`src/rtl/mck_pkg.sv`:
```
package mck_pkg;
  localparam int SRC_N    = 4;
  localparam int SRC_W    = $clog2(SRC_N);
  localparam int PLL_N    = 2;
  localparam int DIV_W    = 3;
  localparam int MAX_LOG  = 6;
  localparam int RAT_W    = MAX_LOG + 1;
  localparam int CNT_W    = MAX_LOG;
  localparam int SETTLE_N = 2;
  localparam int SET_W    = $clog2(SETTLE_N + 1);

  typedef enum logic [SRC_W-1:0] {
    SRC_SLOW = 2'd0,
    SRC_MAIN = 2'd1,
    SRC_PLLA = 2'd2,
    SRC_UPLL = 2'd3
  } src_e;

  // Division code to ratio: 0..6 are powers of two, 7 is the odd ratio 3.
  function automatic logic [RAT_W-1:0] div_ratio(input logic [DIV_W-1:0] code);
    if (code == 3'd7) return RAT_W'(3);
    return RAT_W'(1) << code;
  endfunction

  // Sources in the upper half are PLLs and need their lock flag.
  function automatic logic src_usable(input logic [SRC_W-1:0] src,
                                      input logic [PLL_N-1:0] lock);
    if (!src[SRC_W-1]) return 1'b1;
    return lock[src[0]];
  endfunction
endpackage

```
`src/rtl/mck_cfg_ctrl.sv`:
```
module mck_cfg_ctrl
  import mck_pkg::*;
(
  input  logic             clk,
  input  logic             rst_n,
  input  logic             cfg_we,
  input  logic [SRC_W-1:0] cfg_src,
  input  logic [DIV_W-1:0] cfg_div,
  input  logic [PLL_N-1:0] pll_lock,
  output logic [SRC_W-1:0] act_src,
  output logic [DIV_W-1:0] act_div,
  output logic             pending,
  output logic             apply_evt
);
  logic [SRC_W-1:0] req_src;
  logic [DIV_W-1:0] req_div;

  assign apply_evt = pending && !cfg_we && src_usable(req_src, pll_lock);

  always_ff @(posedge clk or negedge rst_n) begin
    if (!rst_n) begin
      pending <= 1'b0;
      req_src <= '0;
      req_div <= '0;
      act_src <= SRC_SLOW;
      act_div <= '0;
    end else begin
      if (cfg_we) begin
        pending <= 1'b1;
        req_src <= cfg_src;
        req_div <= cfg_div;
      end else if (apply_evt) begin
        pending <= 1'b0;
      end
      if (apply_evt) begin
        act_src <= req_src;
        act_div <= req_div;
      end
    end
  end
endmodule

```
`src/rtl/mck_prescaler.sv`:
```
module mck_prescaler
  import mck_pkg::*;
(
  input  logic             clk,
  input  logic             rst_n,
  input  logic             restart,
  input  logic             sel_tick,
  input  logic [DIV_W-1:0] div_code,
  output logic             tick_o
);
  logic [CNT_W-1:0] phase;
  logic [RAT_W-1:0] ratio;
  logic             wrap;

  assign ratio = div_ratio(div_code);
  assign wrap  = ({1'b0, phase} == ratio - RAT_W'(1));

  always_ff @(posedge clk or negedge rst_n) begin
    if (!rst_n) begin
      phase  <= '0;
      tick_o <= 1'b0;
    end else if (restart) begin
      phase  <= '0;
      tick_o <= 1'b0;
    end else if (sel_tick) begin
      phase  <= wrap ? '0 : phase + CNT_W'(1);
      tick_o <= wrap;
    end else begin
      tick_o <= 1'b0;
    end
  end
endmodule

```
`src/rtl/mck_ready_track.sv`:
```
module mck_ready_track
  import mck_pkg::*;
(
  input  logic clk,
  input  logic rst_n,
  input  logic restart,
  input  logic pending,
  input  logic tick_i,
  output logic ready
);
  logic [SET_W-1:0] seen;

  assign ready = !pending && (seen == SET_W'(SETTLE_N));

  always_ff @(posedge clk or negedge rst_n) begin
    if (!rst_n)
      seen <= '0;
    else if (restart)
      seen <= '0;
    else if (tick_i && seen < SET_W'(SETTLE_N))
      seen <= seen + SET_W'(1);
  end
endmodule

```
`src/rtl/mck_gen.sv`:
```
module mck_gen
  import mck_pkg::*;
(
  input  logic             clk,
  input  logic             rst_n,
  input  logic             cfg_we,
  input  logic [SRC_W-1:0] cfg_src,
  input  logic [DIV_W-1:0] cfg_div,
  input  logic [SRC_N-1:0] src_tick,
  input  logic [PLL_N-1:0] pll_lock,
  output logic             mck_tick,
  output logic             mck_ready,
  output logic [SRC_W-1:0] act_src,
  output logic [DIV_W-1:0] act_div
);
  logic pending;
  logic apply_evt;
  logic sel_tick;

  assign sel_tick = src_tick[act_src];

  mck_cfg_ctrl u_ctrl (
    .clk(clk), .rst_n(rst_n), .cfg_we(cfg_we), .cfg_src(cfg_src),
    .cfg_div(cfg_div), .pll_lock(pll_lock), .act_src(act_src),
    .act_div(act_div), .pending(pending), .apply_evt(apply_evt)
  );

  mck_prescaler u_pres (
    .clk(clk), .rst_n(rst_n), .restart(apply_evt), .sel_tick(sel_tick),
    .div_code(act_div), .tick_o(mck_tick)
  );

  mck_ready_track u_rdy (
    .clk(clk), .rst_n(rst_n), .restart(apply_evt), .pending(pending),
    .tick_i(mck_tick), .ready(mck_ready)
  );
endmodule

```
`config.mk`:
```
export PLATFORM = sky130hd
export DESIGN_NAME = mck_gen
export DESIGN_NICKNAME = d
export VERILOG_FILES = /design/src/rtl/mck_pkg.sv /design/src/rtl/mck_cfg_ctrl.sv /design/src/rtl/mck_prescaler.sv /design/src/rtl/mck_ready_track.sv /design/src/rtl/mck_gen.sv
export SDC_FILE = /design/constraint.sdc
export NUM_CORES = 1
export LEC_CHECK = 0
export ABC_AREA = 1
export BUFFER_PORTS_ARGS = -buffer_cell sky130_fd_sc_hd__buf_2
export CORE_MARGIN = 2
export CORE_UTILIZATION = 59
export CTS_CLUSTER_DIAMETER = 30
export CTS_CLUSTER_SIZE = 28
export DETAILED_ROUTE_END_ITERATION = 10
export PLACE_DENSITY_LB_ADDON = 0.3
export SLEW_MARGIN = 25
export SYNTH_ARGS = -nofsm -noshare
export SYNTH_HDL_FRONTEND = slang
export SYNTH_HIERARCHICAL = 1
export SYNTH_SLANG_ARGS = --single-unit
```
`constraint.sdc`:
```
create_clock -name clk -period 2.9 [get_ports clk]
set_input_delay 0.29 -clock clk [delete_from_list [all_inputs] [get_ports clk]]
set_output_delay 0.29 -clock clk [all_outputs]
set_load 0.02 [all_outputs]
```
# Yosys cells after proc, flatten, opt, wreduce, memory -nomap -nowiden
# Cells that the tools add are included.
# word_totals
ff_bits	20
output_inout_bits	7
# classes
n_addsub	3
order_cmp	3
n_eq_ne	3
n_shift	1
mux	17
reduce_logical	9
# op_table
operator	n
$mux 6	3
$mux 7	2
$mux 1	9
$eq 6x7->1	1
$shl 1x3->7 const A	1
$sub 7x1->7 const B	1
$add 6x1->6 const B	1
$reduce_bool 2->1	3
$logic_and 1x1->1	4
$mux 2	2
$eq 3x3->1 const B	1
$lt 2x3->1 const B	1
$add 2x1->2 const B	1
$bmux 1 s2	1
$eq 2x2->1 const B	1
$logic_not 1->1	2
$lt 1x2->1 const B	1
$lt 2x2->1 const B	1

# Logic depth before layout (Yosys ltp)
# logic_depth
word_depth	8
mapped_depth	13
mapped_depth_nobuf	12

# Hierarchy
# The synthesis kept the hierarchy.
# modules_own_cells
module	instances	cells_each	area_each_um2
mck_prescaler	1	101	641.9
mck_cfg_ctrl	1	42	496.7
mck_ready_track	1	15	111.4
mck_gen	1	13	51.3

# Worst setup path after synthesis
# Ideal clock, no wire load.
# synth_timing
path_type	register to register
startpoint	reg u_ctrl.act_div[1]
endpoint	reg u_pres.phase[0]
setup_ns	0.117
arrival_ns	1.525
required_time_ns	2.783
slack_ns	1.258
path_stages_with_launch	13
n_path_buf	0
cell_sequence	dfrtp_1 -> inv_1 -> ha_1 -> inv_1 -> nand2_1 -> nand2_1 -> nand2_1 -> nor2_2 -> nand2_1 -> nor2_2 -> nand3_2 -> nand2_1 -> nand2_1
# synth_between
elab_chain_cells	8
elab_cells_between_ends	9
cone_classes	1 x add/sub; 2 x eq/ne; 1 x shift; 5 x mux
# synth_lines
element	line	source
from (decl)	mck_cfg_ctrl.sv:11	output logic [DIV_W-1:0] act_div,
from (signal assigned)	mck_cfg_ctrl.sv:37	act_div <= req_div;
$eq 3x3->1	mck_pkg.sv:21	if (code == 3'd7) return RAT_W'(3);
$mux 1	mck_pkg.sv:21	
$mux 7 *	mck_pkg.sv:22	return RAT_W'(1) << code;
$sub 7x1->7 *	mck_prescaler.sv:16	assign wrap = ({1'b0, phase} == ratio - RAT_W'(1));
$eq 6x7->1 *	mck_prescaler.sv:16	
$mux 6 *	mck_prescaler.sv:26	phase <= wrap ? '0 : phase + CNT_W'(1);
$mux 6 *	mck_prescaler.sv:25	end else if (sel_tick) begin
$mux 6 *	mck_prescaler.sv:22	end else if (restart) begin
to (signal assigned)	mck_prescaler.sv:26	
to (decl)	mck_prescaler.sv:11	logic [CNT_W-1:0] phase;
# Mark *: on every way between the ends. The rest lies on a longest branch, timed or not. The select of a mux whose other input is x is not followed.
# A chain may end at the register's enable or synchronous reset.

# Worst setup path after layout
# layout_timing
startpoint	reg u_ctrl.act_div[2]
endpoint	reg u_pres.phase[5]
# The elaborated chain is that of the path after synthesis.

==> flow_metrics.tcl <==
set metrics [dict create \
    post_synth_num_cell_types 28 \
    synth_nets 190 \
    complex_gate_fraction_of_the_synthesized_area_pct 5.19 \
    worstHoldPathCells 3 \
    max-clock-path-buffers 2 \
    cts_tree "yes" \
    drt_pass1_iterations 4 \
    report.final.setup_viol 0 \
    total_die_area_sq_mm 0.00260 \
    yosysSeqAreaShare_pct 38.5 \
    globalRouteOverflowTotal 0 \
    drtIter0Drc 16 \
    classification_of_the_worst_setup_path "reg2reg" \
    routed-wl-met3_microns 77 \
    critical_path.max_stage_delay_ns 0.62 \
    critical_path.top_delay_family "simple AND/OR/NAND/NOR gates" \
    relSlewSlack_pct 71.2 \
    worstHoldPathType "in2reg" \
    skew_ns 0.00860 \
    finalNonFillerCells 221 \
    dp_hpwl_microns 2010 \
    synthesis.area_per_instance_sq_um 7.61 \
    synthXorXnorAreaFrac_pct 0 \
    postRouteAntennaNets 0 \
    synth.ff_latch_count 20 \
    core_area_sq_mm 0.00215 \
    wl_microns 2520 \
    buf_inv_stages_crit_path 2 \
    worst-r2r-cell-count 12 \
    clock_latency_ns 0.29 \
    flow.area_growth_from_synthesis_pct 11.8 \
    min_period_ns 1.86 \
    yosysTopAreaCellShare_pct 38.5 \
    yosys-mux-area-fraction_pct 4.33 \
    tightestPinTransition_ns 0.432 \
    drc 0 \
    highest_fanout_seen_on_the_critical_path 10 \
    cpMaxStageDelayCell "sky130_fd_sc_hd__dfrtp_1" \
    top_layer_used "met4" \
    design.final.nets 213 \
    placed_cell_count 216 \
    post_cts.repair.setup_buffers 0 \
    critPathCaptureType "flop" \
    gr-usage-all-layers_pct 22.2 \
    cts.htree.levels 1 \
    final_common_cell "sky130_fd_sc_hd__nand2_1" \
    maxcap_violations 0 \
    num_antenna_cells 0 \
    final_gp_congestion 0.822 \
    tritoncts.num_buffers 3 \
    critPathMostFrequentCell "sky130_fd_sc_hd__nand2_1" \
    routed_len_inst_microns 11.4 \
    combinational_family_with_the_most_area_after_synthesis "simple AND/OR/NAND/NOR gates" \
    most_frequent_cells_in_the_layout "59 x sky130_fd_sc_hd__nand2_1, 25 x sky130_fd_sc_hd__inv_1, 20 x sky130_fd_sc_hd__buf_2, 20 x sky130_fd_sc_hd__dfrtp_1, 17 x sky130_fd_sc_hd__nand3_1" \
    max_clock_freq_ghz 0.538 \
    grt_max_degree 21 \
    cp_data_required_time_ns 3.09 \
    yosys.area_share.simple_pct 37.1 \
    timing.final.max_slew_violations 0 \
    layout_filler_cell_count 209 \
    met2_wirelength_microns 1380 \
    setup_repair_after_global_routing_missed_its_margin "no" \
    vdd.ir_drop.worst_mv 0.426 \
    synth.largest_area_cell "sky130_fd_sc_hd__dfrtp_1" \
    cts.root.buffer_cell "sky130_fd_sc_hd__clkbuf_4" \
    power.static_leakage_uw 0.000816 \
    clkSinkCount 20 \
    synthAdderAreaFrac_pct 4.81 \
    initial_core_util_pct 60.6 \
    yosys-top-cells-area "sky130_fd_sc_hd__dfrtp_1 38%, sky130_fd_sc_hd__nand2_1 17%, sky130_fd_sc_hd__inv_1 7.2%" \
    vias_per_cell 5.16 \
    first_global_vias 1088 \
    final_hold_viol_count 0 \
    cell_chain_critical_path "inv_4 -> ha_1 -> inv_1 -> nand2_1 -> nand2_1 -> nand2_1 -> nor2_2 -> nand2_1 -> nor2_2 -> nand3_2 -> nand2_1 -> nand2_1" \
    row_count 17 \
    clkTransAtPathRegs_ns 0.12 \
    die_width_microns 51.0 \
    worstSetupStartpointType "flop" \
    number_of_cells_on_the_critical_path 12 \
    grt_pass1_wl_microns 4380 \
    power_density_mw_per_mm2 674 \
    antenna_found_initial 0 \
    timing.critical_path.arrival_ns 2.04 \
    yosys_warnings 6 \
    die-height_microns 51.0 \
    fin_crit_sh_pct 64.1 \
    met1_length_microns 1040 \
    post_synth_instance_area_sq_mm 0.00130 \
    via_count 1140 \
    port-buffer-count 20 \
    setup_total_negative_slack_ns 0 \
    top_level_port_count 21 \
    outcome "finished, final reports clean" \
    layout-drive-gt1-share_pct 20.7 \
    synthCells 171 \
]
## cell usage after synthesis
master,count
sky130_fd_sc_hd__nor3_1,1
sky130_fd_sc_hd__mux2_2,1
sky130_fd_sc_hd__nand2_2,1
sky130_fd_sc_hd__buf_2,1
sky130_fd_sc_hd__nor4_1,1
sky130_fd_sc_hd__o21ai_0,2
sky130_fd_sc_hd__nor2_1,8
sky130_fd_sc_hd__a21oi_1,6
sky130_fd_sc_hd__or2_1,1
sky130_fd_sc_hd__inv_2,1
sky130_fd_sc_hd__inv_1,25
sky130_fd_sc_hd__nand3b_1,2
sky130_fd_sc_hd__nand2_1,59
sky130_fd_sc_hd__nand3_1,17
sky130_fd_sc_hd__nand2_4,3
sky130_fd_sc_hd__dfrtp_1,20
sky130_fd_sc_hd__buf_6,2
sky130_fd_sc_hd__inv_4,1
sky130_fd_sc_hd__ha_1,5
sky130_fd_sc_hd__nand3_4,1
sky130_fd_sc_hd__nand3_2,1
sky130_fd_sc_hd__nor3b_1,1
sky130_fd_sc_hd__nor2_8,1
sky130_fd_sc_hd__o21ai_1,1
sky130_fd_sc_hd__nor2_2,3
sky130_fd_sc_hd__o21a_1,2
sky130_fd_sc_hd__o21bai_1,1
sky130_fd_sc_hd__mux2_4,3
## metal layers
metal	GRT usage, %	vias up
met5	0	-
met4	7.66	0
met3	4.97	4
met2	41.8	22
met1	24.2	537
li1	-	577
## power breakdown
| group | switching, uW | internal (uW) |
|---|---|---|
| Sequential | 88.0 | 334 |
| Clock | 82.3 | 76.4 |
| Combinational | 246 | 155 |
## cells by family (layout without fill, tap and decap cells)
group | after synthesis | in the layout
and+or+nand+nor | 100 | 100
muxes | 4 | 4
DFF | 20 | 20
AOI/OAI and AO/OA | 12 | 12
buffers and inverters | 30 | 52
adders and majority gates | 5 | 5
## worst min-delay path, stage by stage
cell	delay, ns
sky130_fd_sc_hd__buf_2	0.07
sky130_fd_sc_hd__nand2_1	0.04
sky130_fd_sc_hd__o21ai_0	0.07
## cell type report
class                   count  area [sq um]  share of cell area, %
inverters                  27           104                   7.14
well taps                  28          35.0                   2.41
multi-input cells         121           669                   46.0
repair buffers             21           110                   7.57
clock buffers               4          36.3                   2.49
flip-flops and latches     20           500                   34.4
## final timing paths
path,from,end,slack [ns]
worst max-delay path,u_ctrl/act_div[2],u_pres/phase[5],1.04
worst min-delay path,cfg_src[0],u_ctrl/req_src[0],0.22
worst max register to register,u_ctrl/act_div[2],u_pres/phase[5],1.04
worst min register to register,u_ctrl/req_div[0],u_ctrl/req_div[0],0.54
max in group asynchronous,rst_n,u_ctrl/req_src[0],2.15
min in group asynchronous,rst_n,u_pres/phase[3],0.45
## state kept, by name, summed over array words and instances, names as in the netlist
signal          cells
u_ctrl/req_src      2
u_rdy/seen          2
u_ctrl/act_div      3
u_ctrl/pending      1
u_ctrl/req_div      3
u_pres/phase        6
u_pres/tick_o       1
u_ctrl/act_src      2
## timing repair
item | in CTS | in global routing
gates resized for setup | 0 | 0
hold buffers | 1 | 0
endpoints found under the hold margin | 20 | 0
endpoints found under the setup margin | 0 | 0
## per-stage QoR
stage / util [%] / power, uW / setup slack (ns) / instance area [sq um] / hold slack [ns]
3_5_place_dp: 65.6 / 823 / 1.11 / 1410 / 0.254
5_1_grt: 67.7 / 1070 / 0.878 / 1460 / 0.205
4_1_cts: 67.7 / 981 / 1.07 / 1460 / 0.211
3_3_place_gp: 65.6 / 797 / 1.16 / 1410 / 0.252
2_1_floorplan: - / 725 / 1.26 / 1300 / -0.00559
6_report: 67.7 / 981 / 1.04 / 1460 / 0.216
No activity file was read; power rests on OpenSTA's default activity.
